<file path="config.mk">
export PLATFORM = sky130hd
export DESIGN_NAME = vht_timestamper
export DESIGN_NICKNAME = d
export VERILOG_FILES = /design/src/rtl/vht_pkg.sv /design/src/rtl/vht_rst_sync.sv /design/src/rtl/vht_slow_counter.sv /design/src/rtl/vht_phase_counter.sv /design/src/rtl/vht_event_latch.sv /design/src/rtl/vht_combiner.sv /design/src/rtl/vht_timestamper.sv
export SDC_FILE = /design/constraint.sdc
export NUM_CORES = 2
export LEC_CHECK = 0
export BUFFER_PORTS_ARGS = -buffer_cell sky130_fd_sc_hd__buf_2
export CELL_PAD_IN_SITES_DETAIL_PLACEMENT = 0
export CELL_PAD_IN_SITES_GLOBAL_PLACEMENT = 1
export CORE_MARGIN = 2
export CORE_UTILIZATION = 35
export DETAILED_ROUTE_END_ITERATION = 16
export PLACE_DENSITY_LB_ADDON = 0.3
export REMOVE_ABC_BUFFERS = 1
export SLEW_MARGIN = 20
export SYNTH_ARGS = -nofsm -noshare
export SYNTH_HDL_FRONTEND = slang
export SYNTH_SLANG_ARGS = --single-unit
</file>
<file path="constraint.sdc">
create_clock -name clk -period 5.7 [get_ports clk]
set_input_delay 0.57 -clock clk [delete_from_list [all_inputs] [get_ports clk]]
set_output_delay 0.57 -clock clk [all_outputs]
set_load 0.05 [all_outputs]
</file>
<file path="src/rtl/vht_pkg.sv">
package vht_pkg;

  // Kind of result pending from the event latch to the combiner
  typedef enum logic [1:0] {
    RES_NONE   = 2'd0,
    RES_FINE   = 2'd1,
    RES_COARSE = 2'd2
  } res_kind_e;

endpackage

</file>
<file path="src/rtl/vht_rst_sync.sv">
module vht_rst_sync (
  input  logic clk,
  input  logic rst_n_i,
  output logic rst_n_o
);

  logic [1:0] stage_q;

  always_ff @(posedge clk or negedge rst_n_i) begin
    if (!rst_n_i) stage_q <= 2'b00;
    else          stage_q <= {stage_q[0], 1'b1};
  end

  assign rst_n_o = stage_q[1];

endmodule

</file>
<file path="src/rtl/vht_slow_counter.sv">
module vht_slow_counter #(
  parameter int SLOW_W = 32
) (
  input  logic              clk,
  input  logic              rst_n,
  input  logic              tick_i,
  output logic [SLOW_W-1:0] count_o,
  output logic              wrap_o
);

  localparam logic [SLOW_W-1:0] ALL_ONES = '1;

  logic [SLOW_W-1:0] count_q, count_d;
  logic              wrap_q,  wrap_d;

  always_comb begin
    count_d = count_q;
    wrap_d  = 1'b0;
    if (tick_i) begin
      count_d = count_q + SLOW_W'(1);
      wrap_d  = (count_q == ALL_ONES);
    end
  end

  always_ff @(posedge clk or negedge rst_n) begin
    if (!rst_n) begin
      count_q <= '0;
      wrap_q  <= 1'b0;
    end else begin
      count_q <= count_d;
      wrap_q  <= wrap_d;
    end
  end

  assign count_o = count_q;
  assign wrap_o  = wrap_q;

  p_slow_step_r1: assert property (@(posedge clk) disable iff (!rst_n)
    tick_i |=> (count_q == $past(count_q) + SLOW_W'(1)));

  p_slow_hold_r1: assert property (@(posedge clk) disable iff (!rst_n)
    !tick_i |=> $stable(count_q));

  p_wrap_zero_r2: assert property (@(posedge clk) disable iff (!rst_n)
    wrap_q |-> (count_q == '0));

  p_wrap_single_r2: assert property (@(posedge clk) disable iff (!rst_n)
    wrap_q |=> !wrap_q || (count_q == '0 && $past(count_q) == ALL_ONES));

endmodule

</file>
<file path="src/rtl/vht_phase_counter.sv">
module vht_phase_counter #(
  parameter int PH_W = 16
) (
  input  logic            clk,
  input  logic            rst_n,
  input  logic            en_i,
  input  logic            tick_i,
  output logic [PH_W-1:0] phase_o,
  output logic [PH_W-1:0] ratio_o,
  output logic [PH_W-1:0] ratio_nxt_o,
  output logic            ratio_ok_nxt_o
);

  localparam logic [PH_W-1:0] PH_MAX = '1;

  logic [PH_W-1:0] phase_q, phase_d;
  logic [PH_W-1:0] ratio_q, ratio_d;
  logic            clean_q, clean_d;
  logic            ok_q,    ok_d;
  logic            capture;
  logic            phase_ce;

  // Interval usable only if enabled throughout and not saturated
  assign capture  = tick_i && en_i && clean_q && (phase_q != PH_MAX);
  assign phase_ce = tick_i || (en_i && (phase_q != PH_MAX));

  always_comb begin
    phase_d = phase_q;
    if (phase_ce) begin
      if (tick_i) phase_d = '0;
      else        phase_d = phase_q + PH_W'(1);
    end
  end

  always_comb begin
    if (tick_i) clean_d = en_i;
    else        clean_d = clean_q && en_i;
  end

  always_comb begin
    ratio_d = ratio_q;
    ok_d    = ok_q;
    if (capture) begin
      ratio_d = phase_q + PH_W'(1);
      ok_d    = 1'b1;
    end else if (tick_i || !en_i) begin
      ok_d    = 1'b0;
    end
  end

  always_ff @(posedge clk or negedge rst_n) begin
    if (!rst_n) begin
      phase_q <= '0;
      ratio_q <= '0;
      clean_q <= 1'b0;
      ok_q    <= 1'b0;
    end else begin
      phase_q <= phase_d;
      ratio_q <= ratio_d;
      clean_q <= clean_d;
      ok_q    <= ok_d;
    end
  end

  assign phase_o        = phase_q;
  assign ratio_o        = ratio_q;
  assign ratio_nxt_o    = ratio_d;
  assign ratio_ok_nxt_o = ok_d;

  p_phase_zero_r3: assert property (@(posedge clk) disable iff (!rst_n)
    tick_i |=> (phase_q == '0));

  p_phase_hold_r3: assert property (@(posedge clk) disable iff (!rst_n)
    (!tick_i && !en_i) |=> $stable(phase_q));

  p_phase_sat_r3: assert property (@(posedge clk) disable iff (!rst_n)
    (!tick_i && phase_q == PH_MAX) |=> (phase_q == PH_MAX));

  p_ratio_kept_r9: assert property (@(posedge clk) disable iff (!rst_n)
    (tick_i && !clean_q) |=> ($stable(ratio_q) && !ok_q));

endmodule

</file>
<file path="src/rtl/vht_event_latch.sv">
module vht_event_latch
  import vht_pkg::*;
#(
  parameter int SLOW_W = 32,
  parameter int PH_W   = 16
) (
  input  logic              clk,
  input  logic              rst_n,
  input  logic              evt_i,
  input  logic              en_i,
  input  logic              tick_i,
  input  logic [SLOW_W-1:0] slow_i,
  input  logic [PH_W-1:0]   phase_i,
  input  logic [PH_W-1:0]   ratio_nxt_i,
  input  logic              ratio_ok_nxt_i,
  output logic [SLOW_W-1:0] slow_o,
  output logic [PH_W-1:0]   phase_o,
  output logic [PH_W-1:0]   ratio_o,
  output res_kind_e         kind_o
);

  logic [SLOW_W-1:0] slow_q,  slow_d;
  logic [PH_W-1:0]   phase_q, phase_d;
  logic [PH_W-1:0]   ratio_q, ratio_d;
  res_kind_e         kind_q,  kind_d;
  logic              fine;

  assign fine = en_i && ratio_ok_nxt_i;

  always_comb begin
    slow_d  = slow_q;
    phase_d = phase_q;
    ratio_d = ratio_q;
    kind_d  = RES_NONE;
    if (evt_i) begin
      // A coincident tick resolves to phase 0 of the new interval
      slow_d  = tick_i ? slow_i + SLOW_W'(1) : slow_i;
      phase_d = tick_i ? '0 : phase_i;
      ratio_d = ratio_nxt_i;
      kind_d  = fine ? RES_FINE : RES_COARSE;
    end
  end

  always_ff @(posedge clk or negedge rst_n) begin
    if (!rst_n) begin
      slow_q  <= '0;
      phase_q <= '0;
      ratio_q <= '0;
      kind_q  <= RES_NONE;
    end else begin
      slow_q  <= slow_d;
      phase_q <= phase_d;
      ratio_q <= ratio_d;
      kind_q  <= kind_d;
    end
  end

  assign slow_o  = slow_q;
  assign phase_o = phase_q;
  assign ratio_o = ratio_q;
  assign kind_o  = kind_q;

  p_coincident_r7: assert property (@(posedge clk) disable iff (!rst_n)
    (evt_i && tick_i) |=> (phase_q == '0));

  p_coarse_off_r8: assert property (@(posedge clk) disable iff (!rst_n)
    (evt_i && !en_i) |=> (kind_q == RES_COARSE));

endmodule

</file>
<file path="src/rtl/vht_combiner.sv">
module vht_combiner
  import vht_pkg::*;
#(
  parameter int SLOW_W = 32,
  parameter int PH_W   = 16,
  localparam int TS_W  = SLOW_W + PH_W
) (
  input  logic              clk,
  input  logic              rst_n,
  input  res_kind_e         kind_i,
  input  logic [SLOW_W-1:0] slow_i,
  input  logic [PH_W-1:0]   phase_i,
  input  logic [PH_W-1:0]   ratio_i,
  output logic [TS_W-1:0]   ts_o,
  output logic              valid_o,
  output logic              coarse_o
);

  logic [TS_W-1:0] ts_q, ts_d;
  logic [TS_W-1:0] scaled;
  logic            valid_q, valid_d;
  logic            coarse_q, coarse_d;
  logic            ts_ce;

  assign scaled = TS_W'(slow_i) * TS_W'(ratio_i);
  assign ts_ce  = (kind_i != RES_NONE);

  always_comb begin
    ts_d     = ts_q;
    valid_d  = 1'b0;
    coarse_d = 1'b0;
    if (ts_ce) begin
      if (kind_i == RES_FINE) begin
        ts_d    = scaled + TS_W'(phase_i);
        valid_d = 1'b1;
      end else begin
        ts_d     = TS_W'(slow_i);
        coarse_d = 1'b1;
      end
    end
  end

  always_ff @(posedge clk or negedge rst_n) begin
    if (!rst_n) begin
      ts_q     <= '0;
      valid_q  <= 1'b0;
      coarse_q <= 1'b0;
    end else begin
      ts_q     <= ts_d;
      valid_q  <= valid_d;
      coarse_q <= coarse_d;
    end
  end

  assign ts_o     = ts_q;
  assign valid_o  = valid_q;
  assign coarse_o = coarse_q;

  always_comb begin
    if (rst_n) begin
      a_excl_r8: assert (!(valid_q && coarse_q));
    end
  end

  p_hold_r5: assert property (@(posedge clk) disable iff (!rst_n)
    (kind_i == RES_NONE) |=> $stable(ts_q));

endmodule

</file>
<file path="src/rtl/vht_timestamper.sv">
module vht_timestamper
  import vht_pkg::*;
#(
  parameter int SLOW_W = 32,
  parameter int PH_W   = 16,
  localparam int TS_W  = SLOW_W + PH_W
) (
  input  logic              clk,
  input  logic              rst_n,
  input  logic              fast_en,
  input  logic              slow_tick,
  input  logic              evt_stb,
  output logic [SLOW_W-1:0] slow_count,
  output logic              wrap_pulse,
  output logic [PH_W-1:0]   interval_ticks,
  output logic [TS_W-1:0]   ts_value,
  output logic              ts_valid,
  output logic              ts_coarse
);

  logic              rst_n_s;
  logic [PH_W-1:0]   phase;
  logic [PH_W-1:0]   ratio_nxt;
  logic              ratio_ok_nxt;
  logic [SLOW_W-1:0] cap_slow;
  logic [PH_W-1:0]   cap_phase;
  logic [PH_W-1:0]   cap_ratio;
  res_kind_e         cap_kind;

  vht_rst_sync u_rst (
    .clk     (clk),
    .rst_n_i (rst_n),
    .rst_n_o (rst_n_s)
  );

  vht_slow_counter #(.SLOW_W(SLOW_W)) u_slow (
    .clk     (clk),
    .rst_n   (rst_n_s),
    .tick_i  (slow_tick),
    .count_o (slow_count),
    .wrap_o  (wrap_pulse)
  );

  vht_phase_counter #(.PH_W(PH_W)) u_phase (
    .clk            (clk),
    .rst_n          (rst_n_s),
    .en_i           (fast_en),
    .tick_i         (slow_tick),
    .phase_o        (phase),
    .ratio_o        (interval_ticks),
    .ratio_nxt_o    (ratio_nxt),
    .ratio_ok_nxt_o (ratio_ok_nxt)
  );

  vht_event_latch #(.SLOW_W(SLOW_W), .PH_W(PH_W)) u_latch (
    .clk            (clk),
    .rst_n          (rst_n_s),
    .evt_i          (evt_stb),
    .en_i           (fast_en),
    .tick_i         (slow_tick),
    .slow_i         (slow_count),
    .phase_i        (phase),
    .ratio_nxt_i    (ratio_nxt),
    .ratio_ok_nxt_i (ratio_ok_nxt),
    .slow_o         (cap_slow),
    .phase_o        (cap_phase),
    .ratio_o        (cap_ratio),
    .kind_o         (cap_kind)
  );

  vht_combiner #(.SLOW_W(SLOW_W), .PH_W(PH_W)) u_comb (
    .clk      (clk),
    .rst_n    (rst_n_s),
    .kind_i   (cap_kind),
    .slow_i   (cap_slow),
    .phase_i  (cap_phase),
    .ratio_i  (cap_ratio),
    .ts_o     (ts_value),
    .valid_o  (ts_valid),
    .coarse_o (ts_coarse)
  );

  p_result_cause_r5: assert property (@(posedge clk) disable iff (!rst_n_s)
    (ts_valid || ts_coarse) |-> $past(evt_stb, 2));

  p_result_pulse_r5: assert property (@(posedge clk) disable iff (!rst_n_s)
    (ts_valid && !$past(evt_stb)) |=> !ts_valid);

endmodule

</file>
==> flow_summary.json <==
{
  "htree_levels": 4,
  "powerDensity_nw_per_um2": 149.3,
  "ios": 104,
  "p_leak_nw": 15.44,
  "drt_pass1_iterations": 5,
  "yosysWarnings": 0,
  "start_kind": "flip-flop",
  "fin_nets": 3632,
  "synth_area_leaders": "fa_1 (35%), dfrtp_1 (19%), inv_1 (8.6%)",
  "drive_gt1_share_pct": 25.15,
  "vias": 19160,
  "cts_buffers": 17,
  "gr-usage-all-layers_pct": 21.35,
  "io_buffer_count": 103,
  "cts.sinks": 185,
  "ys_seq_area_share_pct": 18.65,
  "whs_ns": 0.3495,
  "place_hpwl_mm": 60.56,
  "drt_first_iter_violations": 1079,
  "synthesis.area_sq_um": 24820,
  "critPathCaptureType": "flip-flop",
  "mostFrequentLayoutCell": "inv_1",
  "core_area_sq_um": 70150,
  "via_per_inst": 4.777,
  "worstSetupPathType": "flip-flop to flip-flop",
  "syn_avg_cell_area_sq_um": 9.162,
  "finalHoldViolations": 0,
  "setup_ws_ns": -0.7216,
  "clk_path_buf_depth": 2,
  "grt_pass1_vias": 20940,
  "finalSetupViolCount": 31,
  "area_growth_pct": 24.77,
  "arrival_ns": 6.79,
  "finalCriticalPeriod_ns": 6.422,
  "final_cell_mix": "inv_1 (530), fa_1 (405), nand2_1 (385)",
  "clk_pin_slew_ns": 0.09,
  "synth-seq-cells": 185,
  "die_area_sq_um": 73060,
  "reg2regPathDepth": 25,
  "die_y_microns": 270.3,
  "slew_violations": 0,
  "async_flop_share_pct": 100.0,
  "synthCells": 2709,
  "grt_overflow": 0,
  "gp_congestion": 0.8852,
  "grt_start_max_net_pins": 73,
  "hp-class": "flip-flop to async pin",
  "antenna_found_initial": 2,
  "tritoncts": "yes",
  "drv_cap": 0,
  "clock-root-buffer": "clkbuf_16",
  "drt-total-wl_mm": 76.01,
  "drc": 0,
  "drtAntennaViolNets": 0,
  "yosys.area.top_type_share_pct": 35.01,
  "ir_drop_mv": 0.2380,
  "fin_crit_sh_pct": 112.7,
  "status": "finished, violations left",
  "wl_per_cell_microns": 18.96,
  "initial_utilization_pct": 35.38,
  "cp_max_fo": 5,
  "synth_top_area_cell": "fa_1",
  "yosysUniqueCellTypes": 76,
  "slew_headroom_pct": 27.40,
  "fmax_ghz": 0.1557,
  "clk_latency_ns": 0.51,
  "rows": 97,
  "skew_ns": 0.02240,
  "power_mw": 4.623,
  "die_w_microns": 270.3,
  "tightest_slew_ns": 1.085,
  "synth-edff-count": 0,
  "synth_ff_type": "dfrtp_1",
  "grt_pass1_wl_mm": 120.0,
  "rsz0062_at_grt": "true",
  "crit_required_ns": 6.07,
  "violations": "setup timing"
}
flip-flops by register name, summed over array words and instances, names as in the netlist:
register / flops
u_comb.coarse_o: 1
u_comb.ts_o: 48
u_comb.valid_o: 1
u_latch.kind_o: 2
u_latch.phase_o: 16
u_latch.ratio_o: 16
u_latch.slow_o: 32
u_phase.clean_q: 1
u_phase.ok_q: 1
u_phase.phase_o: 16
u_phase.ratio_o: 16
u_rst.stage_q: 2
u_slow.count_o: 32
u_slow.wrap_o: 1
what timing repair did:
item,CTS,global route
buffers inserted,34,38
pin swaps,72,115
gates resized for setup,170,170
endpoints found under the setup margin,34,35
hold endpoints to repair,2,0
hold buffers,1,0
gates cloned,2,1
area by class of cell:
class / instances / area (sq um)
fill: 6958 / 39180
multi-input combinational: 1810 / 18510
sequential: 185 / 4662
timing repair buffer: 469 / 3794
inverter: 570 / 2140
tap: 940 / 1176
clock buffer: 17 / 425.4
clock inverter: 15 / 247.7
antenna: 4 / 10.01
where the power goes:
part           leakage [nW]  switching, mW  internal, mW  total, mW
sequential             2.44          0.171          1.41       1.59
clock                 0.326          0.775         0.639       1.41
combinational          12.7          0.985         0.638       1.62
total                  15.4           1.93          2.69       4.62
worst paths after layout:
path,startpoint,slack [ns],endpoint
max in group asynchronous,u_rst.stage_q[1],3.88,u_latch.slow_o[10]
min in group clk,fast_en,0.35,u_phase.clean_q
min reg2reg,u_rst.stage_q[1],0.35,u_slow.count_o[30]
max,u_latch.ratio_o[5],-0.72,u_comb.ts_o[47]
max reg2reg,u_latch.ratio_o[5],-0.72,u_comb.ts_o[47]
min,u_rst.stage_q[1],0.35,u_slow.count_o[30]
per-stage QoR:
stage | setup WS (ns) | instances | instance area (sq um) | setup TNS, ns | util, %
global route | -0.9285 | 4006 | 30960 | -20.22 | 44.13
detailed placement | -1.073 | 3904 | 28390 | -22.28 | 40.48
floorplan | -0.5779 | 2565 | 24200 | -8.102 | -
global placement | -0.9706 | 3904 | 28390 | -20.77 | 40.48
finish | -0.7216 | 4010 | 30970 | -13.68 | 44.14
CTS | -0.8308 | 3971 | 30100 | -16.00 | 42.90
Yosys cell counts, types with 3 or more instances:
master      n
o21ai_0    75
clkbuf_1  119
o21a_1      3
a211oi_1    6
inv_1     570
buf_2      10
nor3_1      5
and4_1      4
nand2b_1    5
a21oi_1    50
buf_4       3
a21oi_2     3
o21ai_1    24
and3_1     21
xnor2_1    51
o211ai_1    4
nand3_1    28
buf_1       4
nand3b_1   17
mux2i_1    32
nand2_1   395
nand4_1    16
o21ai_2     3
mux2_2     23
buf_6       4
a21o_1     21
xor2_1     48
nor2_1    109
dfrtp_1   185
fa_1      434
and2_1    224
or3_1       4
ha_1      140
nor2b_1    14
o21bai_1    8
cell families (layout without fill, tap and decap cells):
| logic type | after synthesis | count (layout) | synth area share (%) |
|---|---|---|---|
| adders and majority gates | 574 | 574 | 42.06 |
| and+or+nand+nor | 856 | 856 | 16.56 |
| xor gates and xnor gates | 99 | 99 | 3.494 |
| muxes | 55 | 55 | 2.334 |
| AOI/OAI and AO/OA | 225 | 225 | 5.762 |
| DFF | 185 | 185 | 18.65 |
| other | 1 | 5 | 0.01511 |
| buffers and inverters | 714 | 1071 | 11.12 |
worst max-delay path, cell delays in order (launching register included):
cell and delay [ns]:
dfrtp_2 0.44, buf_12 0.14, buf_6 0.12, and2_1 0.15
fa_1 0.52, inv_2 0.04, fa_1 0.51, fa_2 0.55
inv_2 0.04, fa_2 0.46, fa_1 0.49, inv_1 0.05
fa_1 0.48, inv_2 0.05, ha_4 0.23, buf_6 0.12
and4_1 0.18, a221o_1 0.35, a31oi_4 0.16, buf_6 0.16
o2bb2ai_4 0.17, o21a_4 0.20, o21ai_4 0.07, o31a_1 0.32
xnor2_1 0.18, o21ai_1 0.08
metal layers:
layer	routed length, microns	track usage, %
met5	0	0
met1	33000	27.60
met4	2532	7.575
met3	3873	4.072
met2	36600	35.71
Power figures use the tool's default switching activity.
